[src/rtl/pwm_dp_pkg.sv]
package pwm_dp_pkg;

    parameter int LIN_W  = 8;
    parameter int SHF_W  = 4;
    parameter int CNT_W  = 8;
    parameter int CTRL_W = 5;

    localparam int CTRL_BASE = LIN_W + SHF_W;
    localparam int WAVE_W    = 3 * CNT_W;
    localparam int DATA_W    = (WAVE_W > CTRL_BASE + CTRL_W) ? WAVE_W : CTRL_BASE + CTRL_W;
    localparam int PRE_W     = LIN_W + (2 ** SHF_W);

    typedef enum logic {
        SEL_CLOCK = 1'b0,
        SEL_WAVE  = 1'b1
    } reg_sel_e;

    // Control bits, lowest bit first: run, pin, invert, open-drain, sync-off
    typedef struct packed {
        logic sync_off;
        logic open_drain;
        logic invert;
        logic pin_en;
        logic run;
    } ctrl_t;

    typedef struct packed {
        logic [SHF_W-1:0] shift;
        logic [LIN_W-1:0] lin;
    } div_t;

    typedef struct packed {
        logic [CNT_W-1:0] period;
        logic [CNT_W-1:0] fall;
        logic [CNT_W-1:0] rise;
    } wave_t;

    typedef struct packed {
        div_t  div;
        wave_t wave;
    } timing_t;

    function automatic logic [PRE_W-1:0] quantum_len(input div_t d);
        logic [PRE_W-1:0] base;
        base = {{(PRE_W-LIN_W){1'b0}}, d.lin} + PRE_W'(1);
        return base << d.shift;
    endfunction

    function automatic logic in_window(input logic [CNT_W-1:0] q,
                                       input logic [CNT_W-1:0] rise,
                                       input logic [CNT_W-1:0] fall);
        if (rise == fall)
            return 1'b1;
        else if (rise < fall)
            return (q >= rise) && (q < fall);
        else
            return (q >= rise) || (q < fall);
    endfunction

endpackage

[src/rtl/pwm_dp_regs.sv]
module pwm_dp_regs
    import pwm_dp_pkg::*;
(
    input  logic              clk,
    input  logic              rst,
    input  logic              wr_en,
    input  logic              wr_sel,
    input  logic [DATA_W-1:0] wr_data,
    input  logic              boundary,
    output ctrl_t             ctrl,
    output timing_t           act
);

    timing_t staged;
    timing_t staged_d;
    ctrl_t   ctrl_d;
    logic    load_act;

    always_comb begin
        staged_d = staged;
        ctrl_d   = ctrl;
        if (wr_en && (reg_sel_e'(wr_sel) == SEL_CLOCK)) begin
            staged_d.div = div_t'(wr_data[CTRL_BASE-1:0]);
            ctrl_d       = ctrl_t'(wr_data[CTRL_BASE+CTRL_W-1:CTRL_BASE]);
        end
        if (wr_en && (reg_sel_e'(wr_sel) == SEL_WAVE)) begin
            staged_d.wave = wave_t'(wr_data[WAVE_W-1:0]);
        end
    end

    // Working bank copies the staging bank when stopped, when bypassed, or at a period edge
    assign load_act = !ctrl_d.run || ctrl_d.sync_off || boundary;

    always_ff @(posedge clk) begin
        if (rst) begin
            staged <= '0;
            ctrl   <= '0;
            act    <= '0;
        end else begin
            staged <= staged_d;
            ctrl   <= ctrl_d;
            if (load_act)
                act <= staged_d;
        end
    end

    AST_SHADOW_HOLD: assert property (@(posedge clk) disable iff (rst)
        (ctrl.run && !ctrl.sync_off && !boundary && !wr_en) |=> $stable(act));

    AST_STOPPED_TRACK: assert property (@(posedge clk) disable iff (rst)
        (!ctrl.run && !wr_en) |=> (act == $past(staged)));

endmodule

[src/rtl/pwm_dp_prescaler.sv]
module pwm_dp_prescaler
    import pwm_dp_pkg::*;
(
    input  logic clk,
    input  logic rst,
    input  logic run,
    input  div_t div,
    output logic tick
);

    logic [PRE_W-1:0] pre_cnt;
    logic [PRE_W-1:0] limit;
    logic             term;

    assign limit = quantum_len(div);
    assign term  = (pre_cnt >= limit - PRE_W'(1));
    assign tick  = run && term;

    always_ff @(posedge clk) begin
        if (rst || !run)
            pre_cnt <= '0;
        else if (term)
            pre_cnt <= '0;
        else
            pre_cnt <= pre_cnt + PRE_W'(1);
    end

    AST_PRE_IDLE: assert property (@(posedge clk) disable iff (rst)
        !run |=> (pre_cnt == '0));

    AST_PRE_BOUND: assert property (@(posedge clk) disable iff (rst)
        (run && $past(run) && $stable(div)) |-> (pre_cnt < limit));

endmodule

[src/rtl/pwm_dp_counter.sv]
module pwm_dp_counter
    import pwm_dp_pkg::*;
(
    input  logic             clk,
    input  logic             rst,
    input  logic             run,
    input  logic             tick,
    input  wave_t            wave,
    output logic [CNT_W-1:0] q,
    output logic             boundary,
    output logic             level
);

    logic last;

    assign last     = (q >= wave.period);
    assign boundary = tick && last;
    assign level    = run && in_window(q, wave.rise, wave.fall);

    always_ff @(posedge clk) begin
        if (rst || !run)
            q <= '0;
        else if (tick)
            q <= last ? '0 : q + CNT_W'(1);
    end

    AST_WRAP_ZERO: assert property (@(posedge clk) disable iff (rst)
        boundary |=> (q == '0));

    AST_STEP_ONE: assert property (@(posedge clk) disable iff (rst)
        (tick && !boundary) |=> (!run || (q == $past(q) + CNT_W'(1))));

    AST_FULL_DUTY: assert property (@(posedge clk) disable iff (rst)
        (run && (wave.rise == wave.fall)) |-> level);

endmodule

[src/rtl/pwm_dp_outstage.sv]
module pwm_dp_outstage
    import pwm_dp_pkg::*;
(
    input  logic  level,
    input  ctrl_t ctrl,
    output logic  pin,
    output logic  oe
);

    logic gated;

    // Order: pin gating, then polarity, then drive style
    assign gated = ctrl.pin_en ? level : 1'b0;
    assign pin   = gated ^ ctrl.invert;
    assign oe    = ctrl.pin_en && !(ctrl.open_drain && pin);

endmodule

[src/rtl/pwm_dual_point_ch.sv]
module pwm_dual_point_ch
    import pwm_dp_pkg::*;
(
    input  logic              clk,
    input  logic              rst,
    input  logic              wr_en,
    input  logic              wr_sel,
    input  logic [DATA_W-1:0] wr_data,
    output logic              pwm_o,
    output logic              pwm_oe_o,
    output logic              stat_level_o
);

    ctrl_t            ctrl;
    timing_t          act;
    logic             tick;
    logic             boundary;
    logic             level;
    logic [CNT_W-1:0] q;

    pwm_dp_regs regs_i (
        .clk      (clk),
        .rst      (rst),
        .wr_en    (wr_en),
        .wr_sel   (wr_sel),
        .wr_data  (wr_data),
        .boundary (boundary),
        .ctrl     (ctrl),
        .act      (act)
    );

    pwm_dp_prescaler pre_i (
        .clk  (clk),
        .rst  (rst),
        .run  (ctrl.run),
        .div  (act.div),
        .tick (tick)
    );

    pwm_dp_counter cnt_i (
        .clk      (clk),
        .rst      (rst),
        .run      (ctrl.run),
        .tick     (tick),
        .wave     (act.wave),
        .q        (q),
        .boundary (boundary),
        .level    (level)
    );

    pwm_dp_outstage out_i (
        .level (level),
        .ctrl  (ctrl),
        .pin   (pwm_o),
        .oe    (pwm_oe_o)
    );

    assign stat_level_o = level;

    AST_OD_RELEASE: assert property (@(posedge clk) disable iff (rst)
        (ctrl.open_drain && pwm_oe_o) |-> !pwm_o);

    AST_PIN_OFF_IDLE: assert property (@(posedge clk) disable iff (rst)
        !ctrl.pin_en |-> (!pwm_oe_o && (pwm_o == ctrl.invert)));

    AST_PUSH_PULL_DRIVE: assert property (@(posedge clk) disable iff (rst)
        (ctrl.pin_en && !ctrl.open_drain) |-> pwm_oe_o);

    AST_STOP_QUIET: assert property (@(posedge clk) disable iff (rst)
        !ctrl.run |=> (!ctrl.run || (q == '0)));

endmodule

[config.mk]
export PLATFORM = sky130hd
export DESIGN_NAME = pwm_dual_point_ch
export DESIGN_NICKNAME = d
export VERILOG_FILES = /design/src/rtl/pwm_dp_pkg.sv /design/src/rtl/pwm_dp_regs.sv /design/src/rtl/pwm_dp_prescaler.sv /design/src/rtl/pwm_dp_counter.sv /design/src/rtl/pwm_dp_outstage.sv /design/src/rtl/pwm_dual_point_ch.sv
export SDC_FILE = /design/constraint.sdc
export NUM_CORES = 1
export LEC_CHECK = 0
export BUFFER_PORTS_ARGS = -buffer_cell sky130_fd_sc_hd__buf_2
export CAP_MARGIN = 20
export CORE_ASPECT_RATIO = 0.6
export CORE_MARGIN = 1.5
export CORE_UTILIZATION = 50
export DETAILED_ROUTE_END_ITERATION = 8
export PLACE_DENSITY = 0.72
export SETUP_SLACK_MARGIN = 0.5
export SYNTH_ARGS = -nofsm -noshare
export SYNTH_HDL_FRONTEND = slang
export SYNTH_SLANG_ARGS = --single-unit
[constraint.sdc]
create_clock -name clk -period 6.3 [get_ports clk]
set_input_delay 0.315 -clock clk [delete_from_list [all_inputs] [get_ports clk]]
set_output_delay 0.315 -clock clk [all_outputs]
set_load 0.01 [all_outputs]
==> flow_metrics.tcl <==
set metrics [dict create \
    status "completed" \
    rsz0062_at_grt "no" \
    netSwitchingPower_uw 493 \
    routed_via_density 5.75 \
    critPathMaxFanout 36 \
    gp_congestion 0.902 \
    layout-drive-gt1-share 0.139 \
    area_delta_synth_final_pct 9.16 \
    antenna_found_initial 0 \
    path_clk_slew_ns 0.08 \
    syn_nets 936 \
    crit_path_max_incr_delay_ns 0.50 \
    synth_edf_count 0 \
    place_area_um2 7160 \
    ant_nets 0 \
    top_level_ports 31 \
    min_path_type "in2reg" \
    max_clock_freq_ghz 0.182 \
    fin_crit_ns 5.50 \
    syn_avg_cell_area_um2 8.11 \
    synthDistinctLibCells 70 \
    finalHoldViolCount 0 \
    drt-initial-drc-count 625 \
    die-area_um2 14500 \
    grt_pass1_vias 5244 \
    max-vdd-ir-drop_mv 0.143 \
    seqPwrFrac 0.452 \
    ys.warnings.count 0 \
    cts_tree "built" \
    dp_hpwl_um 12000 \
    ff_latch_area_um2 2190 \
    leakage_uw 0.00287 \
    nets 948 \
    clockPowerShare 0.355 \
    cpMostUsedCell "a21o_1" \
    finClkSkew_ns 0.0143 \
    fillCellCount 1179 \
    mappedNetlistArea_um2 6880 \
    synthArstFlopShare 0 \
    setup_viol 0 \
    post-route-drc-count 0 \
    fp.dieH_um 93.9 \
    swShare 0.305 \
    postSynthCellCount 849 \
    cp.arrival_ns 5.72 \
    grt_pass1_wl_um 27100 \
    multi_input_area_um2 4420 \
    slew_headroom 0.371 \
    cp.required_ns 6.53 \
    grt_util_met3 0.0337 \
    crit_buf_inv 1 \
    yosysSeqAreaShare 0.317 \
    startpoint_type "register" \
    ys.flop_type "dfxtp_1" \
    critical_path_class "reg2reg" \
    wl_um 16400 \
    diodes 0 \
    rows 32 \
    grt_start_max_net_pins 79 \
    worstRegToRegCells 18 \
    p_int_uw 1120 \
    overflow 0 \
    clock_sink_count 109 \
    tns_ns 0 \
    clk_path_buf_depth 2 \
    r2r_start "regs_i.act[24]" \
    combPwrFrac 0.193 \
    grt_usage 0.235 \
    hold_depth 3 \
    clockRootBuffer "clkbuf_16" \
    port_buffers 30 \
    die_w_um 154 \
    vias 5955 \
    worst_pin_slew_ns 0.944 \
    cp_cell_sequence "ha_2, a311oi_1, a2111oi_0, a2111oi_4, or4b_1, a21oi_2, and4_1, and3_2, nand3b_2, xnor2_2, ha_1, a21o_1, a21o_1, a211oi_2, nand2_1, a31oi_4, buf_12, mux2_2" \
    power.density_nw_per_um2 215 \
    core_um2 13100 \
    hp-start "wr_data[15]" \
    routedWlPerCell_um 15.8 \
    start_util 0.524 \
    ys_ff_latch 109 \
    maxCapViolations 0 \
    grt.busiest_layer "met1" \
    min_to "regs_i.ctrl[3]" \
    rr_endpoint "regs_i.act[26]" \
    clk_latency_ns 0.35 \
    cp_top_family "compound AO/OA/AOI/OAI gates" \
    grt_use_met1 0.382 \
    r2r_setup_slack_ns 0.80 \
    met2_usage 0.324 \
    post-route-period-util 0.872 \
    firstDrtPassIters 5 \
    hold_buffers 0 \
    final_util 0.572 \
    finalInstanceArea_um2 7510 \
    critical_path.endpoint_type "register" \
    drv_slew 0 \
    htree_levels 3 \
    cpMaxStageDelayCell "or4b_1" \
    numCtsBuffers 9 \
]
## routing by layer
| metal | part of all wire | vias to the layer above |
|---|---|---|
| met5 | 0 | - |
| met4 | 0.0066 | 0 |
| met3 | 0.071 | 13 |
| met2 | 0.38 | 219 |
| met1 | 0.55 | 2739 |
| li1 | - | 2984 |
## state kept, by name, indices dropped and copies added, names as in the netlist
name / flops
regs_i.act: 36
regs_i.staged: 36
regs_i.ctrl: 5
pre_i.pre_cnt: 24
cnt_i.q: 8
## worst register-to-register path, delay by kind of cell, from the launching register on
kind                       cells  cell delay, ns
AOI/OAI and AO/OA              8            2.16
muxes                          1            0.38
buffers and inverters          1            0.25
and+or+nand+nor                5            1.38
adders and majority gates      2            0.55
DFF                            1            0.39
xor gates and xnor gates       1            0.27
## power groups by stage
stage / logic [uW] / registers, uW / clock network [uW]
after detailed placement: 298 / 745 / 0
after global placement: 294 / 745 / 0
after floorplan: 232 / 736 / 0
after CTS: 303 / 729 / 581
after global routing: 349 / 733 / 610
final: 312 / 730 / 573
## worst max-delay path by stage
| stage | start | cells past startpoint | endpoint |
|---|---|---|---|
| after floorplan | regs_i.act[25] | 19 | regs_i.act[0] |
| after global placement | regs_i.act[24] | 18 | regs_i.act[28] |
| after detailed placement | regs_i.act[24] | 18 | regs_i.act[15] |
| after CTS | regs_i.act[24] | 18 | regs_i.act[26] |
| after global routing | regs_i.act[24] | 18 | regs_i.act[27] |
| final | regs_i.act[24] | 18 | regs_i.act[26] |
## through the flow
stage | std cells | power (uW) | setup WS, ns | hold WS [ns]
floorplan | 849 | 969 | 0.881 | 0.434
global placement | 1018 | 1040 | 0.545 | 0.445
detailed placement | 1018 | 1040 | 0.432 | 0.450
CTS | 1035 | 1610 | 0.579 | 0.206
global route | 1036 | 1690 | 0.481 | 0.212
finish | 1036 | 1620 | 0.804 | 0.209
## area by class of cell
type | instances | share of cell area
multi-input combinational | 663 | 0.588
timing repair buffer | 44 | 0.0356
clock inverter | 7 | 0.0103
tap | 170 | 0.0283
clock buffer | 9 | 0.0300
inverter | 34 | 0.0170
sequential | 109 | 0.291
## Yosys cell counts, types with 3 or more instances
library cell,count,area [um2]
a311oi_1,4,35.0
buf_2,8,40.0
and4_1,5,43.8
a21oi_1,66,330
nand2b_1,16,100
xor2_1,19,166
clkbuf_1,28,105
nand4_1,12,75.1
nor2_1,95,357
mux2i_1,5,50.1
xnor2_1,32,280
nor3_1,16,80.1
nand2_1,124,465
o21ai_0,22,110
dfxtp_1,109,2180
a211oi_1,12,90.1
nand3_1,23,115
inv_1,33,124
ha_1,59,738
a22oi_1,5,37.5
o21ai_1,5,25.0
and2_1,6,37.5
a2111oi_0,6,52.6
a21o_1,14,105
o211ai_1,3,22.5
mux2_2,36,405
a31oi_1,3,18.8
nor2b_1,17,106
and3_1,8,50.1
buf_4,3,22.5
## layout by cell type, fill, tap and decap left out, types with 13 or more instances in the layout
master,n
a21oi_1,66
buf_4,13
nor2b_1,17
ha_1,58
o21ai_0,22
nand2_1,124
dfxtp_1,106
xor2_1,19
mux2_2,36
nor3_1,16
nand2b_1,16
nand3_1,23
inv_1,33
a21o_1,14
nor2_1,95
buf_2,30
xnor2_1,31
## what timing repair did
action	in CTS	in global routing
setup endpoints to repair	36	66
pin swaps	1	1
hold endpoints to repair	0	0
resized for setup	1	10
setup buffers	1	1
## kinds of logic (layout without fill, tap and decap cells)
kind of cell	Yosys count	after routing	share of synthesized area
AOI/OAI and AO/OA	170	170	0.163
xor gates and xnor gates	52	52	0.0672
adders and majority gates	59	59	0.107
buffers and inverters	77	94	0.0473
DFF	109	109	0.317
muxes	41	41	0.0662
and+or+nand+nor	341	341	0.232
Power figures use the tool's default switching activity.
